File: src/rtl/wl_seq_pkg.sv
package wl_seq_pkg;

    typedef enum logic [1:0] {
        CMD_IDLE    = 2'd0,
        CMD_MRS     = 2'd1,
        CMD_NOP     = 2'd2,
        CMD_NOP_ALT = 2'd3
    } cmd_e;

    typedef enum logic [1:0] {
        DIR_NONE = 2'd0,
        DIR_WR   = 2'd1,
        DIR_RD   = 2'd2
    } dir_e;

    typedef enum logic [1:0] {
        ST_IDLE,
        ST_ISSUE,
        ST_WAIT,
        ST_DONE
    } state_e;

    localparam int STEP_N       = 4;
    localparam int STEP_W       = $clog2(STEP_N);
    localparam int ROWBITS_W    = 3;
    localparam int MRS_ROWBITS  = 6;

    typedef struct packed {
        cmd_e                  cmd;
        dir_e                  dir;
        logic [ROWBITS_W-1:0]  rowbits;
        logic                  use_mr;   // address/bank taken from captured mode image
        logic                  set_dis;  // force the leveling-off bit
    } step_ctl_t;

    function automatic step_ctl_t step_ctl(input logic [STEP_W-1:0] idx);
        step_ctl_t c;
        c = '{cmd: CMD_IDLE, dir: DIR_NONE, rowbits: '0, use_mr: 1'b0, set_dis: 1'b0};
        case (idx)
            2'd0: c = '{cmd: CMD_MRS, dir: DIR_NONE,
                        rowbits: ROWBITS_W'(MRS_ROWBITS), use_mr: 1'b1, set_dis: 1'b0};
            2'd1: c = '{cmd: CMD_NOP, dir: DIR_WR,
                        rowbits: '0, use_mr: 1'b0, set_dis: 1'b0};
            2'd2: c = '{cmd: CMD_NOP_ALT, dir: DIR_RD,
                        rowbits: '0, use_mr: 1'b0, set_dis: 1'b0};
            default: c = '{cmd: CMD_MRS, dir: DIR_NONE,
                        rowbits: ROWBITS_W'(MRS_ROWBITS), use_mr: 1'b1, set_dis: 1'b1};
        endcase
        return c;
    endfunction

endpackage

File: src/rtl/wl_step_rom.sv
module wl_step_rom
    import wl_seq_pkg::*;
#(
    parameter int ADDR_W  = 16,
    parameter int BANK_W  = 3,
    parameter int LAT_W   = 5,
    parameter int WAIT_W  = 7,
    parameter int WLMRD   = 40,
    parameter int RD_PAD  = 38,
    parameter int DIS_BIT = 12,
    parameter int WR_ADDR = 8,
    parameter int RD_ADDR = 4
) (
    input  logic [STEP_W-1:0]    step_i,
    input  logic [ADDR_W-1:0]    mr_i,
    input  logic [BANK_W-1:0]    bank_i,
    input  logic [LAT_W-1:0]     cwl_i,
    input  logic [LAT_W-1:0]     wlo_i,
    input  logic [LAT_W-1:0]     cas_i,
    input  logic [LAT_W-1:0]     tmod_i,
    output cmd_e                 cmd_o,
    output dir_e                 dir_o,
    output logic [ROWBITS_W-1:0] rowbits_o,
    output logic [ADDR_W-1:0]    addr_o,
    output logic [BANK_W-1:0]    bank_o,
    output logic [WAIT_W-1:0]    wait_o
);
    localparam logic [ADDR_W-1:0] DIS_MASK = ADDR_W'(1) << DIS_BIT;

    step_ctl_t ctl;

    always_comb begin
        ctl       = step_ctl(step_i);
        cmd_o     = ctl.cmd;
        dir_o     = ctl.dir;
        rowbits_o = ctl.rowbits;
        if (ctl.use_mr) begin
            addr_o = ctl.set_dis ? (mr_i | DIS_MASK) : mr_i;
            bank_o = bank_i;
        end else begin
            addr_o = (ctl.dir == DIR_WR) ? ADDR_W'(WR_ADDR) : ADDR_W'(RD_ADDR);
            bank_o = '0;
        end
        case (step_i)
            2'd0:    wait_o = WAIT_W'(WLMRD);
            2'd1:    wait_o = WAIT_W'(cwl_i) + WAIT_W'(wlo_i);
            2'd2:    wait_o = WAIT_W'(cas_i) + WAIT_W'(RD_PAD);
            default: wait_o = WAIT_W'(tmod_i);
        endcase
    end

endmodule

File: src/rtl/wl_wait_ctr.sv
module wl_wait_ctr #(
    parameter int W = 7
) (
    input  logic         clk,
    input  logic         rst,
    input  logic         load_i,
    input  logic [W-1:0] val_i,
    output logic [W-1:0] cnt_o,
    output logic         last_o
);
    logic [W-1:0] cnt_q;

    always_ff @(posedge clk) begin
        if (rst) begin
            cnt_q <= '0;
        end else if (load_i) begin
            cnt_q <= val_i;
        end else if (cnt_q != '0) begin
            cnt_q <= cnt_q - W'(1);
        end
    end

    assign cnt_o  = cnt_q;
    assign last_o = (cnt_q == W'(1));

endmodule

File: src/rtl/wlvl_cmd_seq.sv
module wlvl_cmd_seq
    import wl_seq_pkg::*;
#(
    parameter int RANK_W  = 2,
    parameter int BANK_W  = 3,
    parameter int ADDR_W  = 16,
    parameter int LAT_W   = 5,
    parameter int WLMRD   = 40,
    parameter int RD_PAD  = 38,
    parameter int DIS_BIT = 12,
    parameter int WR_ADDR = 8,
    parameter int RD_ADDR = 4
) (
    input  logic              clk,
    input  logic              rst,
    input  logic              start_i,
    input  logic [RANK_W-1:0] rank_i,
    input  logic [BANK_W-1:0] bank_i,
    input  logic [ADDR_W-1:0] mr_i,
    input  logic [LAT_W-1:0]  cwl_i,
    input  logic [LAT_W-1:0]  wlo_i,
    input  logic [LAT_W-1:0]  cas_i,
    input  logic [LAT_W-1:0]  tmod_i,
    output logic [1:0]        cmd_o,
    output logic [BANK_W-1:0] bank_o,
    output logic [ADDR_W-1:0] addr_o,
    output logic [RANK_W-1:0] rank_o,
    output logic [2:0]        rowbits_o,
    output logic [1:0]        dir_o,
    output logic              rsel_ap_o,
    output logic              busy_o,
    output logic              done_o
);
    // two extra bits hold the sum of two latencies and a pad up to 2^LAT_W
    localparam int WAIT_W   = LAT_W + 2;
    localparam int LAST_STP = STEP_N - 1;

    state_e              state_q;
    logic [STEP_W-1:0]   step_q;
    logic [RANK_W-1:0]   rank_q;
    logic [BANK_W-1:0]   bank_q;
    logic [ADDR_W-1:0]   mr_q;
    logic [LAT_W-1:0]    cwl_q, wlo_q, cas_q, tmod_q;

    cmd_e                rom_cmd;
    dir_e                rom_dir;
    logic [ROWBITS_W-1:0] rom_rowbits;
    logic [ADDR_W-1:0]   rom_addr;
    logic [BANK_W-1:0]   rom_bank;
    logic [WAIT_W-1:0]   rom_wait;
    logic [WAIT_W-1:0]   cnt;
    logic                cnt_last;
    logic                issuing;

    assign issuing = (state_q == ST_ISSUE);

    wl_step_rom #(
        .ADDR_W(ADDR_W), .BANK_W(BANK_W), .LAT_W(LAT_W), .WAIT_W(WAIT_W),
        .WLMRD(WLMRD), .RD_PAD(RD_PAD), .DIS_BIT(DIS_BIT),
        .WR_ADDR(WR_ADDR), .RD_ADDR(RD_ADDR)
    ) u_rom (
        .step_i(step_q), .mr_i(mr_q), .bank_i(bank_q),
        .cwl_i(cwl_q), .wlo_i(wlo_q), .cas_i(cas_q), .tmod_i(tmod_q),
        .cmd_o(rom_cmd), .dir_o(rom_dir), .rowbits_o(rom_rowbits),
        .addr_o(rom_addr), .bank_o(rom_bank), .wait_o(rom_wait)
    );

    wl_wait_ctr #(.W(WAIT_W)) u_wait (
        .clk(clk), .rst(rst), .load_i(issuing), .val_i(rom_wait),
        .cnt_o(cnt), .last_o(cnt_last)
    );

    always_ff @(posedge clk) begin
        if (rst) begin
            state_q <= ST_IDLE;
            step_q  <= '0;
            rank_q  <= '0;
            bank_q  <= '0;
            mr_q    <= '0;
            cwl_q   <= '0;
            wlo_q   <= '0;
            cas_q   <= '0;
            tmod_q  <= '0;
        end else begin
            case (state_q)
                ST_IDLE: begin
                    if (start_i) begin
                        rank_q  <= rank_i;
                        bank_q  <= bank_i;
                        mr_q    <= mr_i;
                        cwl_q   <= cwl_i;
                        wlo_q   <= wlo_i;
                        cas_q   <= cas_i;
                        tmod_q  <= tmod_i;
                        step_q  <= '0;
                        state_q <= ST_ISSUE;
                    end
                end
                ST_ISSUE, ST_WAIT: begin
                    if ((issuing && rom_wait == '0) || (!issuing && cnt_last)) begin
                        if (step_q == STEP_W'(LAST_STP)) begin
                            state_q <= ST_DONE;
                        end else begin
                            step_q  <= step_q + STEP_W'(1);
                            state_q <= ST_ISSUE;
                        end
                    end else if (issuing) begin
                        state_q <= ST_WAIT;
                    end
                end
                default: state_q <= ST_IDLE;
            endcase
        end
    end

    always_comb begin
        cmd_o     = issuing ? rom_cmd     : CMD_IDLE;
        dir_o     = issuing ? rom_dir     : DIR_NONE;
        rowbits_o = issuing ? rom_rowbits : '0;
        addr_o    = issuing ? rom_addr    : '0;
        bank_o    = issuing ? rom_bank    : '0;
        rsel_ap_o = issuing;
        rank_o    = rank_q;
        busy_o    = (state_q != ST_IDLE);
        done_o    = (state_q == ST_DONE);
    end

    // consecutive commands never repeat the same code, so no command stretches past one clock
    p_single_cycle_cmd_r2: assert property (@(posedge clk) disable iff (rst)
        (cmd_o != CMD_IDLE) |=> (cmd_o != $past(cmd_o)));

    // a waiting state always has time left on the counter
    p_wait_nonzero_r7: assert property (@(posedge clk) disable iff (rst)
        (state_q == ST_WAIT) |-> (cnt != '0));

    // completion is a single-cycle pulse
    p_done_pulse_r7: assert property (@(posedge clk) disable iff (rst)
        done_o |=> !done_o);

    // a start during a running sequence leaves captured values untouched
    p_start_ignored_r8: assert property (@(posedge clk) disable iff (rst)
        (busy_o && start_i) |=> ($stable(mr_q) && $stable(cas_q) && $stable(rank_q)));

    // the closing mode-register command carries the leveling-off bit
    p_disable_bit_r6: assert property (@(posedge clk) disable iff (rst)
        (cmd_o == CMD_MRS && step_q == STEP_W'(LAST_STP)) |-> addr_o[DIS_BIT]);

    // an idle block keeps the bus quiet
    p_idle_quiet_r10: assert property (@(posedge clk) disable iff (rst)
        !busy_o |-> (cmd_o == CMD_IDLE && !rsel_ap_o));

endmodule

File: config.mk
export PLATFORM = sky130hd
export DESIGN_NAME = wlvl_cmd_seq
export DESIGN_NICKNAME = d
export VERILOG_FILES = /design/src/rtl/wl_seq_pkg.sv /design/src/rtl/wl_step_rom.sv /design/src/rtl/wl_wait_ctr.sv /design/src/rtl/wlvl_cmd_seq.sv
export SDC_FILE = /design/constraint.sdc
export NUM_CORES = 1
export LEC_CHECK = 0
export BUFFER_PORTS_ARGS = -buffer_cell sky130_fd_sc_hd__buf_2
export CAP_MARGIN = 20
export CORE_ASPECT_RATIO = 1.4
export CORE_UTILIZATION = 40
export CTS_CLUSTER_SIZE = 10
export DETAILED_ROUTE_END_ITERATION = 8
export GPL_TIMING_DRIVEN = 0
export PLACE_DENSITY_LB_ADDON = 0.08
export SLEW_MARGIN = 20
export SYNTH_ARGS = -nofsm -noshare
export SYNTH_HDL_FRONTEND = slang
export SYNTH_HIERARCHICAL = 1
export SYNTH_SLANG_ARGS = --single-unit
File: constraint.sdc
create_clock -name clk -period 5.55 [get_ports clk]
set_input_delay 0.2775 -clock clk [delete_from_list [all_inputs] [get_ports clk]]
set_output_delay 0.2775 -clock clk [all_outputs]
set_load 0.03 [all_outputs]
[Word-level counts from Yosys, hierarchy flattened]
Cells that the tools add are included.
Cells by class
  shift operators: 0
  $mul: 0
  muxes and demuxes: 22
  bitwise operators: 0
  equal/unequal tests: 12
  add/subtract/negate cells: 4
  magnitude comparators: 0
  div/mod/pow operators: 0
  reductions and logical operators: 15
Operator list (count)
  $mux W16: 2
  $pmux W9 S3: 1
  $pmux W7 S3: 1
  $mux W2: 9
  $mux W7: 2
  $mux W13: 1
  $mux W3: 3
  $eq A2 B2 Y1 const B: 4
  $pmux W2 S2: 2
  $add A5 B6 Y7 const B: 1
  $eq A7 B1 Y1 const B: 1
  $logic_not A7 Y1: 1
  $reduce_bool A7 Y1: 1
  $sub A7 B1 Y7 const B: 1
  $add A5 B5 Y6: 1
  $eq A2 B1 Y1 const B: 3
  $ne A2 B2 Y1 const B: 3
  $reduce_bool A2 Y1: 3
  $logic_not A2 Y1: 2
  $mux W4: 1
  $reduce_and A2 Y1: 2
  $reduce_and A4 Y1: 1
  $ne A3 B3 Y1 const B: 1
  $add A2 B1 Y2 const B: 1
  other kinds (4): 5
Word-level totals
  memory bits (writable): 0
  bits in read-only memories: 0
  logic and storage cells: 63
  bits in latches: 0
  memories: 0
  input bits: 44
  output and inout bits: 31
  register bits: 52

[Logic depth before layout (Yosys ltp)]
  depth in word-level cells: 7
  mapped depth: 10
  depth with buffers taken out: 10

[Cells and area by module]
Netlist, hierarchy kept.
Modules (own cells, without submodules)
  wlvl_cmd_seq: cells each 247, sequential area each 900.9 sq um, area each 1945.6 sq um, instances 1
  wl_step_rom: cells each 83, sequential area each 0.0 sq um, area each 595.6 sq um, instances 1
  wl_wait_ctr: cells each 51, sequential area each 140.1 sq um, area each 440.4 sq um, instances 1

[Least setup slack after synthesis]
OpenSTA, ideal clock, no wires.
  path type: register to register
  start: reg cwl_q[0]
  end: reg step_q[0]
  path slack: 3.056 ns
  cell stages (with the launch flop): 11
  data required time: 5.480 ns
  buffers on the path: 0
  period minus slack after synthesis: 2.494 ns
  arrival: 2.424 ns
  library setup time: 0.070 ns
  cells stage by stage: dfxtp_1 ha_1 fa_1 a21o_1 a21oi_2 xor2_1 o31ai_2 nor4_4 a21oi_2 or4_1 a21oi_1
Between the ends
  longest elaborated chain between the ends: 7
Ends and longest elaborated chain
  from (decl): RTL line wlvl_cmd_seq.sv:43  | logic [LAT_W-1:0] cwl_q, wlo_q, cas_q, tmod_q;
  from (signal assigned): RTL line wlvl_cmd_seq.sv:91  | cwl_q <= cwl_i;
  $add A5 B5 Y6: RTL line wl_step_rom.sv:46  | 2'd1: wait_o = WAIT_W'(cwl_i) + WAIT_W'(wlo_i);
  $pmux W7 S3: RTL line wl_step_rom.sv:44  | case (step_i)
  net rom_wait[4]: RTL line wlvl_cmd_seq.sv:50  | logic [WAIT_W-1:0] rom_wait;
  $logic_not A7 Y1: RTL line wlvl_cmd_seq.sv:100  | if ((issuing && rom_wait == '0) || (!issuing && cnt_last)) begin
  $logic_and A1 B1 Y1: RTL line wlvl_cmd_seq.sv:100
  $logic_or A1 B1 Y1: RTL line wlvl_cmd_seq.sv:100
  $ne A2 B2 Y1 (no source line)
  $reduce_and A4 Y1 (no source line)
  to (signal assigned): RTL line wlvl_cmd_seq.sv:104  | step_q <= step_q + STEP_W'(1);
  to (decl): RTL line wlvl_cmd_seq.sv:39  | logic [STEP_W-1:0] step_q;
The timed path passes the listed nets, and every way through them passes these cells.
A chain may end at the register's enable or synchronous reset.

[Worst setup path in the final report]
Ends and elaborated chain as after synthesis.

==> metrics.csv <==
stage,metric,value,unit
routing,wl_per_cell,12.8,um
setup_path,crit_path_frequent_cell,a21oi_1,
sta,fmax,369,MHz
clocking,clk_latency,0.30,ns
clocking,path_clk_slew,0.10,ns
clocking,root_buffer,clkbuf_8,
sta,rsz0062_at_grt,no,
yosys,synth_top_area_frac,0.349,
placement,pre_cts_slack,2.86,ns
status,outcome,"complete, no violations",
placement,numPortBuffers,72,
yosys,synth_edf_count,0,
yosys,yosys_warnings,6,
clocking,clock_sinks,52,
yosys,synthFlopType,dfxtp_1,
clocking,ctsHtreeMaxLevel,2,
clocking,cts_tree,yes,
clocking,holdBufCountCts,0,
routing,antenna_left,0,
global_routing,antenna_found_initial,0,
yosys,ys_ff_latch,52,
yosys,avgSynthCellArea,7.83,um2
power,ir_worst_vdd,177,uV
setup_path,crit_path_end_kind,register,
sta,hold_violations,0,
sta,hold_ws,0.196,ns
global_routing,grt_max_degree,17,
routing,drcViolationCount,0,
routing,drt-pass1-iter-count,4,
power,power_density,389,nW/um2
yosys,syn-num-nets,445,
routing,drt_iter0_drc,66,
clocking,clk_path_buf_depth,2,
setup_path,r2r_start,cwl_q[0]$_SDFFE_PP0P_,
sta,setup_viol,0,
final_layout,fin_util,0.503,
setup_path,cpPeakStageDelay,0.48,ns
global_routing,grt_pass1_wl,12.1,mm
die,num_rows,36,
sta,tns,0,ns
clocking,numCtsBuffers,5,
sta,worst_pin_slew,0.766,ns
die,core_area,7070,um2
routing,vias,2715,
yosys,synthMostInstantiatedCell,nand2_1,
final_layout,fin_nets,524,
yosys,synth_area_leaders,"dfxtp_1, nand2_1, ha_1",
sta,period_minus_slack,2.71,ns
clocking,cts_resized,0,
placement,place.gp.congestion,0.829,
job,cap_viol_max_count,0,
die,num_io_pins,75,
die,die_h,104,um
clocking,cts_setup_buffers,0,
setup_path,cp.required,5.79,ns
sta,period_share,0.488,
routing,wl,7.09,mm
placement,dp_hpwl,5.39,mm
die,die_x,75.0,um
setup_path,critPathArrivalTime,2.95,ns
global_routing,overflow,0,
routing,via_per_inst,4.88,
setup_path,slowest_stage,or4_1,
yosys,synthCells,381,
final_layout,layout-drive-gt1-share,0.228,
setup_path,crit_path_start_kind,register,
yosys,ys_async_sr_fraction,0,
yosys,synth_seq_area_share,0.349,
setup_path,crit_fanout,4,
global_routing,grt_pass1_vias,2658,
sta,fin_ws,2.84,ns
setup_path,crit_start,cwl_q[0]$_SDFFE_PP0P_,
setup_path,critical_path.cell_chain,ha_1 > fa_1 > xor2_1 > a221oi_1 > a21oi_1 > nor4_4 > a21oi_2 > or4_1 > a21oi_1,
final_layout,area_growth,19.3,%
yosys,syn-cell-area,2980,um2
worst_hold_path,hp-class,in -> reg,
yosys,synth_top_area_cell,dfxtp_1,
die,dieArea,7810,um2
sta,skew,0.00445,ns
sta,slew_viol_final,0,
final_layout,antenna_cells,0,
setup_path,critPathKind,reg -> reg,
global_routing,grt_usage,0.197,
yosys,synth_commonest_cells,"nand2_1, dfxtp_1, a21oi_1",
die,start_util,0.422,
yosys,synth_cell_type_count,49,
power,leakagePower,1.62,nW
worst_hold_path,min_from,cwl_i[3],
sta,slew-limit-headroom,0.482,
report_power, final:
part           leakage, nW  switching, mW  internal, mW
Clock               0.0516          0.131         0.102
Combinational         1.14          0.378         0.254
Sequential           0.428         0.0630         0.454
Total                 1.62          0.572         0.810
critical path, delay by kind of cell, from the launching register on:
| family | cells | cell delay, ns |
|---|---|---|
| AND/OR/NAND/NOR | 2 | 0.82 |
| AO/OA/AOI/OAI | 4 | 0.66 |
| adder cells (fa/ha/maj) | 2 | 0.64 |
| flip-flops | 1 | 0.33 |
| XOR/XNOR | 1 | 0.19 |
flip-flops by register name (all words and copies together) (netlist names):
name          count
bank_q            3
cas_q             5
cwl_q             5
mr_q             16
rank_o            2
state_q           2
step_q            2
tmod_q            5
u_wait/cnt_o      7
wlo_q             5
routing by layer:
layer,wire length [um],vias up,GRT usage,part of all wire
met1,3180,1219,0.234,0.45
li1,-,1421,-,-
met5,0,-,0,0
met4,104,0,0.0553,0.015
met3,316,12,0.0426,0.045
met2,3490,63,0.345,0.49
cells by family (layout without fill, tap and decap cells):
family | after synthesis | after routing | synth area share
and+or+nand+nor | 173 | 173 | 0.296
AOI/OAI and AO/OA | 85 | 85 | 0.178
DFF | 52 | 52 | 0.349
buffers and inverters | 41 | 121 | 0.0617
adders and majority gates | 20 | 20 | 0.0864
xor gates and xnor gates | 8 | 8 | 0.0235
other | 1 | 1 | 0.00126
muxes | 1 | 1 | 0.00378
stage by stage:
step / std cells / instance area [um2] / power, mW
floorplan: 381 / 2980 / 1.00
global placement: 548 / 3460 / 1.15
detailed placement: 548 / 3460 / 1.16
CTS: 556 / 3560 / 1.40
global route: 556 / 3560 / 1.50
finish: 556 / 3560 / 1.38
worst paths after layout:
kind | end | slack [ns] | cells past startpoint
hold reg to reg | mr_q[11]$_SDFFE_PP0P_ | 0.45 | 2
hold / removal | cwl_q[3]$_SDFFE_PP0P_ | 0.20 | 3
setup / recovery | step_q[0]$_SDFFE_PP0P_ | 2.84 | 9
setup reg to reg | step_q[0]$_SDFFE_PP0P_ | 2.84 | 9
cell type report:
class / instances / area [um2]
inverters: 17 / 63.8
fillers: 753 / 3510
repair buffers: 72 / 360
multi-input cells: 288 / 1760
well taps: 95 / 119
plain buffers: 24 / 120
clock inverters: 2 / 13.8
clock buffers: 6 / 82.6
flip-flops and latches: 52 / 1040
layout by cell type (no fill, tap or decap), types with 5 or more instances in the layout:
master,instances
nand2_1,101
buf_2,76
dfxtp_1,52
a21oi_1,47
and2_1,28
ha_1,19
inv_1,17
nor2b_1,17
clkbuf_1,15
clkbuf_8,7
o21ai_0,7
nor2_1,7
xnor2_1,5
(Power assumes the default switching activity.)
